## src/rtl/ld_pkg.sv

```systemverilog
package ld_pkg;

  localparam int THR_W = 6;
  localparam int RUN_W = 8;

  typedef enum logic [1:0] {
    SK_IDLE = 2'd0,
    SK_REF  = 2'd1,
    SK_FB   = 2'd2
  } sk_state_e;

  // lock window: 2*(abl+1), doubled by the window-select bit
  function automatic logic [THR_W-1:0] lock_thr_f(input logic win, input logic [1:0] abl);
    logic [THR_W-1:0] base;
    base = THR_W'(abl) + THR_W'(1);
    return win ? (base << 2) : (base << 1);
  endfunction

  // unlock window is twice the lock window
  function automatic logic [THR_W-1:0] unlock_thr_f(input logic win, input logic [1:0] abl);
    return lock_thr_f(win, abl) << 1;
  endfunction

  // consecutive good cycles needed to declare lock
  function automatic logic [RUN_W-1:0] run_len_f(input logic [1:0] sel);
    case (sel)
      2'd0:    return RUN_W'(5);
      2'd1:    return RUN_W'(16);
      2'd2:    return RUN_W'(64);
      default: return RUN_W'(255);
    endcase
  endfunction

endpackage

```

## src/rtl/ld_edge_skew.sv

```systemverilog
module ld_edge_skew
  import ld_pkg::*;
#(
  parameter int TIMEOUT = 64,
  parameter int SKW_W   = $clog2(TIMEOUT + 1)
) (
  input  logic             clk,
  input  logic             rst_n,
  input  logic             ref_i,
  input  logic             fb_i,
  output logic             meas_vld_o,
  output logic [SKW_W-1:0] meas_skew_o,
  output logic             meas_tmo_o,
  output logic [SKW_W-1:0] pend_cnt_o
);

  logic             ref_q, fb_q;
  logic             ref_rise, fb_rise;
  logic             first_rise, second_rise;
  logic             at_limit;
  sk_state_e        st;
  logic [SKW_W-1:0] cnt;

  assign ref_rise    = ref_i & ~ref_q;
  assign fb_rise     = fb_i & ~fb_q;
  // in a pending state, "first" is the input that opened the measurement
  assign first_rise  = (st == SK_REF) ? ref_rise : fb_rise;
  assign second_rise = (st == SK_REF) ? fb_rise : ref_rise;
  assign at_limit    = (cnt == SKW_W'(TIMEOUT));
  assign pend_cnt_o  = cnt;

  always_ff @(posedge clk or negedge rst_n) begin
    if (!rst_n) begin
      ref_q       <= 1'b0;
      fb_q        <= 1'b0;
      st          <= SK_IDLE;
      cnt         <= '0;
      meas_vld_o  <= 1'b0;
      meas_skew_o <= '0;
      meas_tmo_o  <= 1'b0;
    end else begin
      ref_q      <= ref_i;
      fb_q       <= fb_i;
      meas_vld_o <= 1'b0;
      meas_tmo_o <= 1'b0;
      if (st == SK_IDLE) begin
        if (ref_rise && fb_rise) begin
          meas_vld_o  <= 1'b1;
          meas_skew_o <= '0;
        end else if (ref_rise) begin
          st  <= SK_REF;
          cnt <= SKW_W'(1);
        end else if (fb_rise) begin
          st  <= SK_FB;
          cnt <= SKW_W'(1);
        end
      end else begin
        if (second_rise) begin
          meas_vld_o  <= 1'b1;
          meas_skew_o <= cnt;
          st          <= SK_IDLE;
          cnt         <= '0;
        end else if (first_rise || at_limit) begin
          meas_vld_o  <= 1'b1;
          meas_tmo_o  <= 1'b1;
          meas_skew_o <= cnt;
          if (first_rise) begin
            cnt <= SKW_W'(1);
          end else begin
            st  <= SK_IDLE;
            cnt <= '0;
          end
        end else begin
          cnt <= cnt + SKW_W'(1);
        end
      end
    end
  end

endmodule

```

## src/rtl/ld_classify.sv

```systemverilog
module ld_classify
  import ld_pkg::*;
#(
  parameter int SKW_W = 7
) (
  input  logic             meas_vld_i,
  input  logic [SKW_W-1:0] meas_skew_i,
  input  logic             meas_tmo_i,
  input  logic             win_sel_i,
  input  logic [1:0]       abl_sel_i,
  output logic             good_o,
  output logic             bad_o
);

  localparam int CMP_W = ((SKW_W > THR_W) ? SKW_W : THR_W) + 1;

  logic [CMP_W-1:0] skew_x, lock_x, unlock_x;

  assign skew_x   = CMP_W'(meas_skew_i);
  assign lock_x   = CMP_W'(lock_thr_f(win_sel_i, abl_sel_i));
  assign unlock_x = CMP_W'(unlock_thr_f(win_sel_i, abl_sel_i));

  assign good_o = meas_vld_i && !meas_tmo_i && (skew_x < lock_x);
  assign bad_o  = meas_vld_i && (meas_tmo_i || (skew_x > unlock_x));

endmodule

```

## src/rtl/ld_run_lock.sv

```systemverilog
module ld_run_lock
  import ld_pkg::*;
(
  input  logic             clk,
  input  logic             rst_n,
  input  logic             meas_vld_i,
  input  logic             good_i,
  input  logic             bad_i,
  input  logic [1:0]       run_sel_i,
  output logic             lock_o,
  output logic [RUN_W-1:0] run_cnt_o
);

  logic [RUN_W:0] run_nxt;
  logic [RUN_W:0] target;

  assign run_nxt = {1'b0, run_cnt_o} + (RUN_W+1)'(1);
  assign target  = {1'b0, run_len_f(run_sel_i)};

  always_ff @(posedge clk or negedge rst_n) begin
    if (!rst_n) begin
      lock_o    <= 1'b0;
      run_cnt_o <= '0;
    end else if (meas_vld_i) begin
      if (lock_o) begin
        if (bad_i) begin
          lock_o <= 1'b0;
        end
        run_cnt_o <= '0;
      end else if (good_i) begin
        if (run_nxt >= target) begin
          lock_o    <= 1'b1;
          run_cnt_o <= '0;
        end else begin
          run_cnt_o <= run_nxt[RUN_W-1:0];
        end
      end else begin
        run_cnt_o <= '0;
      end
    end
  end

endmodule

```

## src/rtl/ld_qual_timer.sv

```systemverilog
module ld_qual_timer #(
  parameter int QUAL_W = 16
) (
  input  logic              clk,
  input  logic              rst_n,
  input  logic              lock_i,
  input  logic [QUAL_W-1:0] qual_len_i,
  output logic              qual_o
);

  logic [QUAL_W-1:0] tmr;
  logic              q;

  always_ff @(posedge clk or negedge rst_n) begin
    if (!rst_n) begin
      tmr <= '0;
      q   <= 1'b0;
    end else if (!lock_i) begin
      tmr <= '0;
      q   <= 1'b0;
    end else if (tmr == qual_len_i) begin
      q <= 1'b1;
    end else begin
      tmr <= tmr + QUAL_W'(1);
    end
  end

  // gated by the live lock flag so a loss clears the output at once
  assign qual_o = q & lock_i;

endmodule

```

## src/rtl/ld_lock_detect.sv

```systemverilog
module ld_lock_detect
  import ld_pkg::*;
#(
  parameter int TIMEOUT = 64,
  parameter int QUAL_W  = 16
) (
  input  logic              clk,
  input  logic              rst_n,
  input  logic              ref_i,
  input  logic              fb_i,
  input  logic              win_sel_i,
  input  logic [1:0]        abl_sel_i,
  input  logic [1:0]        run_sel_i,
  input  logic [QUAL_W-1:0] qual_len_i,
  output logic              lock_o,
  output logic              qual_lock_o
);

  localparam int SKW_W = $clog2(TIMEOUT + 1);

  logic             meas_vld;
  logic [SKW_W-1:0] meas_skew;
  logic             meas_tmo;
  logic [SKW_W-1:0] pend_cnt;
  logic             meas_good;
  logic             meas_bad;
  logic [RUN_W-1:0] run_cnt;

  ld_edge_skew #(.TIMEOUT(TIMEOUT), .SKW_W(SKW_W)) u_skew (
    .clk        (clk),
    .rst_n      (rst_n),
    .ref_i      (ref_i),
    .fb_i       (fb_i),
    .meas_vld_o (meas_vld),
    .meas_skew_o(meas_skew),
    .meas_tmo_o (meas_tmo),
    .pend_cnt_o (pend_cnt)
  );

  ld_classify #(.SKW_W(SKW_W)) u_cls (
    .meas_vld_i (meas_vld),
    .meas_skew_i(meas_skew),
    .meas_tmo_i (meas_tmo),
    .win_sel_i  (win_sel_i),
    .abl_sel_i  (abl_sel_i),
    .good_o     (meas_good),
    .bad_o      (meas_bad)
  );

  ld_run_lock u_run (
    .clk       (clk),
    .rst_n     (rst_n),
    .meas_vld_i(meas_vld),
    .good_i    (meas_good),
    .bad_i     (meas_bad),
    .run_sel_i (run_sel_i),
    .lock_o    (lock_o),
    .run_cnt_o (run_cnt)
  );

  ld_qual_timer #(.QUAL_W(QUAL_W)) u_qual (
    .clk       (clk),
    .rst_n     (rst_n),
    .lock_i    (lock_o),
    .qual_len_i(qual_len_i),
    .qual_o    (qual_lock_o)
  );

endmodule

```

## config.mk

```make
export PLATFORM = sky130hd
export DESIGN_NAME = ld_lock_detect
export DESIGN_NICKNAME = d
export VERILOG_FILES = /design/src/rtl/ld_pkg.sv /design/src/rtl/ld_edge_skew.sv /design/src/rtl/ld_classify.sv /design/src/rtl/ld_run_lock.sv /design/src/rtl/ld_qual_timer.sv /design/src/rtl/ld_lock_detect.sv
export SDC_FILE = /design/constraint.sdc
export NUM_CORES = 1
export LEC_CHECK = 0
export BUFFER_PORTS_ARGS = -buffer_cell sky130_fd_sc_hd__buf_2
export CAP_MARGIN = 20
export CORE_MARGIN = 5
export CORE_UTILIZATION = 60
export DETAILED_ROUTE_END_ITERATION = 6
export PLACE_DENSITY = 0.77
export SYNTH_ARGS = -nofsm -noshare
export SYNTH_HDL_FRONTEND = slang
export SYNTH_HIERARCHICAL = 1
export SYNTH_SLANG_ARGS = --single-unit
```

## constraint.sdc

```tcl
create_clock -name clk -period 3.1 [get_ports clk]
set_input_delay 0.465 -clock clk [delete_from_list [all_inputs] [get_ports clk]]
set_output_delay 0.465 -clock clk [all_outputs]
set_load 0.01 [all_outputs]
```

Word-level counts from Yosys, hierarchy flattened:

Index checks and enable logic that the tools add are counted.

* equality and inequality tests: 11
* reductions and logical operators: 13
* $add $sub $neg: 4
* muxes and demuxes: 39
* order comparisons: 3
* bitwise gates (word level): 5

Operators with widths (count)
* $mux 7: 10
* $mux 16: 2
* $mux 8: 3
* $pmux 8 s3: 1
* $add 16x1->16 const B: 1
* $eq 16x16->1: 1
* $mux 1: 15
* $mux 2: 7
* $add 8x1->9 const B: 1
* $ge 9x8->1: 1
* $add 7x1->7 const B: 1
* $eq 7x7->1 const B: 1
* $gt 7x6->1: 1
* $lt 7x6->1: 1
* $ne 2x2->1 const B: 3
* $mux 5: 1
* $eq 2x1->1 const B: 2
* $logic_and 1x1->1: 4
* $logic_not 2->1: 2
* $reduce_and 2->1: 2
* $reduce_and 4->1: 1
* $add 2x1->3 const B: 1
* $and 1x1->1: 3
* $ne 3x1->1 const B: 1
* other kinds (7): 9

* input bits: 25
* logic and storage cells: 86
* register bits: 46
* output and inout bits: 2

Depth between registers and ports, before layout:

* depth in word-level cells: 7
* mapped depth: 11
* depth with buffers taken out: 10

Modules after synthesis:

The synthesis kept the hierarchy.

By module, submodules not included
* ld_qual_timer: instances 1, cells each 118, area each 1127.3 µm²
* ld_edge_skew: instances 1, cells each 113, area each 1106.1 µm²
* ld_run_lock: instances 1, cells each 71, area each 694.4 µm²
* ld_classify: instances 1, cells each 40, area each 290.3 µm²

Worst setup path after synthesis:

Ideal clock, no wire load.

* kind: input-to-reg
* start: input abl_sel_i[0]
* end: register u_run.run_cnt_o[1]
* arrival: 2375 ps
* stages on the path: 8
* required time: 3032 ps
* path slack: 657 ps
* setup time: 68 ps
* cells stage by stage: ha_1 > nand2_1 > ha_1 > or4b_2 > a211oi_1 > nand3b_1 > nor3_2 > a32o_1

* word-level cells in the longest chain between the ends: 6

Ends and longest elaborated chain
* from (decl): line ld_lock_detect.sv:12 `input logic [1:0] abl_sel_i,`
* $add 2x1->3: line ld_pkg.sv:15 `base = THR_W'(abl) + THR_W'(1);`
* $mux 5: line ld_pkg.sv:16 `return win ? (base << 2) : (base << 1);`
* $lt 7x6->1: line ld_classify.sv:23 `assign good_o = meas_vld_i && !meas_tmo_i && (skew_x < lock_x);`
* $logic_and 1x1->1: line ld_classify.sv:23
* named net meas_good: line ld_lock_detect.sv:25 `logic meas_good;`
* $mux 8: line ld_run_lock.sv:30 `end else if (good_i) begin`
* $mux 8: line ld_run_lock.sv:25 `if (lock_o) begin`
* to (signal assigned): line ld_run_lock.sv:35 `run_cnt_o <= run_nxt[RUN_W-1:0];`
* to (decl): line ld_run_lock.sv:11 `output logic [RUN_W-1:0] run_cnt_o`

The timed path passes the listed nets, and every way through them passes these cells.
A chain may end at the register's enable or synchronous reset.

Worst setup path in the final report:

* start: input abl_sel_i[0]
* end: register u_run.run_cnt_o[6]

The elaborated chain is that of the path after synthesis.

==> results.sh <==
export IMPL_path_max_fanout=8
export IMPL_cts_hold_buffers=0
export IMPL_ys_top_cells_by_area="dfrtp_1 36%, ha_1 8.6%, xnor2_1 5.4%"
export IMPL_synth_top_cell_by_area="dfrtp_1"
export IMPL_synth_top_family_by_area="simple AND/OR/NAND/NOR gates"
export IMPL_synth_edf_count=0
export IMPL_drc=0
export IMPL_synth_fa_ha_area_frac=0.0855
export IMPL_place_congestion=0.868
export IMPL_critPathRequiredTime_ps=3330
export IMPL_numCtsBuffers=5
export IMPL_grt_pass1_vias=2569
export IMPL_clkTransAtPathRegs_ps=70
export IMPL_syn_inst=342
export IMPL_worstSetupPathType="input port to flip-flop"
export IMPL_mostFrequentLayoutCell="dfrtp_1"
export IMPL_start_util=0.622
export IMPL_synth_compound_gate_area_share=0.191
export IMPL_insertion_delay_ps=300
export IMPL_synth_area_sq_um=3220
export IMPL_synth_ff_type="dfrtp_1"
export IMPL_ys_seq_area_frac=0.358
export IMPL_setup_viol=0
export IMPL_tightest_slew_ps=699
export IMPL_p_per_area_nw_per_um2=415
export IMPL_synth_area_per_cell_sq_um=9.41
export IMPL_drive_gt1_frac=0.146
export IMPL_hold_viol_final=0
export IMPL_io_buffers=26
export IMPL_crit_buf_inv=1
export IMPL_gr_usage_all_layers=0.193
export IMPL_ir_drop_uv=266
export IMPL_cp_common_cell="ha_1"
export IMPL_overflow=0
export IMPL_cts_max_level=2
export IMPL_final_max_slew_viol_count=0
export IMPL_fmax_mhz=378
export IMPL_drtAntennaViolNets=0
export IMPL_nets=411
export IMPL_whs_ps=148
export IMPL_ys_seq_elements=46
export IMPL_crit_path_end_kind="flip-flop"
export IMPL_place_area_sq_um=3340
export IMPL_grt_max_degree=47
export IMPL_hp_class="input port to async pin"
export IMPL_finalInstanceArea_sq_um=3440
export IMPL_firstDrtPassIters=4
export IMPL_grt_busiest_layer="met2"
export IMPL_dp_hpwl_um=4680
export IMPL_tns_ps=0
export IMPL_fin_crit_sh=0.853
export IMPL_met1_usage=0.246
export IMPL_synth_simple_area_share=0.238
export IMPL_viasPerCell=6.09
export IMPL_rsz0062_at_grt="false"
export IMPL_drt_iter0_drc=120
export IMPL_cts_tree="done"
export IMPL_clock_sinks=46
export IMPL_area_growth_pct=6.92
export IMPL_clockRootBuffer="clkbuf_8"
export IMPL_path_cells="buf_2 > ha_1 > o21ai_0 > ha_1 > a21oi_1 > o31ai_1 > a211oi_1 > nand3b_1 > nor3_2 > a32o_1"
export IMPL_grt_first_pass_wirelength_um=11200
export IMPL_ys_types=65
export IMPL_diodes=0
export IMPL_arrival_ps=2870
export IMPL_die_x_um=83.2
export IMPL_cpPeakStageDelay_ps=490
export IMPL_die_h_um=83.2
export IMPL_async_flop_share=1.00
export IMPL_die_area_sq_um=6930
export IMPL_cp_start_kind="input port"
export IMPL_gr_usage_met2=0.326
export IMPL_skew_ps=9.75
export IMPL_cap_violations=0
export IMPL_antenna_found_initial=0
export IMPL_slew_headroom=0.531
export IMPL_num_vias=2641
export IMPL_postCtsSetupBuffers=0
export IMPL_status="completed"
export IMPL_grt_use_met3=0.0505
export IMPL_core_sq_um=5170
export IMPL_cts_resized_gates=0
export IMPL_synthMuxAreaShare=0.00933
export IMPL_final_util=0.665
export IMPL_final_cell_mix="46 x dfrtp_1, 26 x buf_2, 24 x nand2_1"
export IMPL_post_route_min_period_ps=2640
export IMPL_synth_top_area_frac=0.358
export IMPL_synth_xor_area_frac=0.0704
export IMPL_worst_slack_ps=456
export IMPL_ys_warn_count=6
export IMPL_clockBufferDepth=2
export IMPL_crit_family="compound AO/OA/AOI/OAI gates"
export IMPL_ios=27
export IMPL_finalWirelength_um=6530
export IMPL_num_rows=26
export IMPL_syn_num_nets=389
export IMPL_p_leak_uw=0.00146
export IMPL_wl_per_cell_um=15.0
export IMPL_place_ws_ps=189
export IMPL_cpMaxStageDelayCell="nor3_2"
registers in the layout (all words and copies together), names as in the netlist:
register            cells
u_run/run_cnt_o         8
u_skew/st               2
u_skew/fb_q             1
u_skew/ref_q            1
u_skew/meas_tmo_o       1
u_skew/pend_cnt_o       7
u_qual/tmr             16
u_qual/q                1
u_skew/meas_skew_o      7
u_run/lock_o            1
u_skew/meas_vld_o       1
synth_stat cells (3+ instances only):
| cell | instances |
|---|---|
| ha_1 | 22 |
| o21ai_1 | 12 |
| clkbuf_1 | 4 |
| xor2_1 | 4 |
| nand4_1 | 8 |
| and4_1 | 3 |
| inv_1 | 13 |
| o21ai_0 | 11 |
| xnor2_1 | 20 |
| nor2_1 | 23 |
| or3_1 | 14 |
| nand3_1 | 22 |
| nand2_1 | 24 |
| or2_1 | 3 |
| buf_2 | 3 |
| a21oi_1 | 23 |
| a32o_1 | 8 |
| o221a_1 | 6 |
| mux2i_1 | 3 |
| nand2b_1 | 4 |
| buf_6 | 5 |
| nor2_2 | 3 |
| dfrtp_1 | 46 |
| o31ai_1 | 5 |
| or4_1 | 3 |
metal layers:
| layer | vias to the layer above | share of wire |
|---|---|---|
| met4 | 0 | 0.0083 |
| met1 | 1267 | 0.44 |
| met2 | 56 | 0.51 |
| met3 | 6 | 0.041 |
| met5 | - | 0 |
| li1 | 1312 | - |
area by class of cell:
class	instances	area (sq um)
multi-input cells	270	1910
fillers	431	1730
flip-flops and latches	46	1150
repair buffers	28	165
well taps	70	87.6
clock buffers	7	76.3
inverters	13	48.8
where the power goes:
part | internal, uW | total [uW] | switching, uW
Combinational | 159 | 348 | 188
Sequential | 660 | 741 | 81.2
Clock | 155 | 339 | 184
Total | 974 | 1430 | 453
kinds of logic (layout without fill, tap and decap cells):
kind of cell | Yosys count | after routing
buf+inv | 26 | 48
compound gates | 88 | 88
flops | 46 | 46
simple gates | 132 | 132
xor+xnor | 25 | 25
mux | 3 | 3
fa+ha+maj | 22 | 22
stage by stage:
step           cells  total power [uW]
2_1_floorplan    342               991
3_3_place_gp     426              1080
3_5_place_dp     426              1090
4_1_cts          433              1440
5_1_grt          434              1530
6_report         434              1430
path summary, 6_finish.rpt:
path / slack [ps] / cells past startpoint / start / endpoint
worst max-delay path: 460 / 10 / abl_sel_i[0] / u_run/run_cnt_o[6]$_DFFE_PN0P_
worst min-delay path: 150 / 1 / rst_n / u_run/run_cnt_o[0]$_DFFE_PN0P_
worst max register to register: 620 / 6 / u_skew/meas_skew_o[4]$_DFFE_PN0P_ / u_run/run_cnt_o[6]$_DFFE_PN0P_
worst min register to register: 500 / 1 / u_run/run_cnt_o[7]$_DFFE_PN0P_ / u_run/run_cnt_o[7]$_DFFE_PN0P_
max in group asynchronous: 2440 / 2 / rst_n / u_qual/tmr[0]$_DFFE_PN0P_
min in group clk: 300 / 1 / fb_i / u_skew/fb_q$_DFF_PN0_
Power figures use the tool's default switching activity.
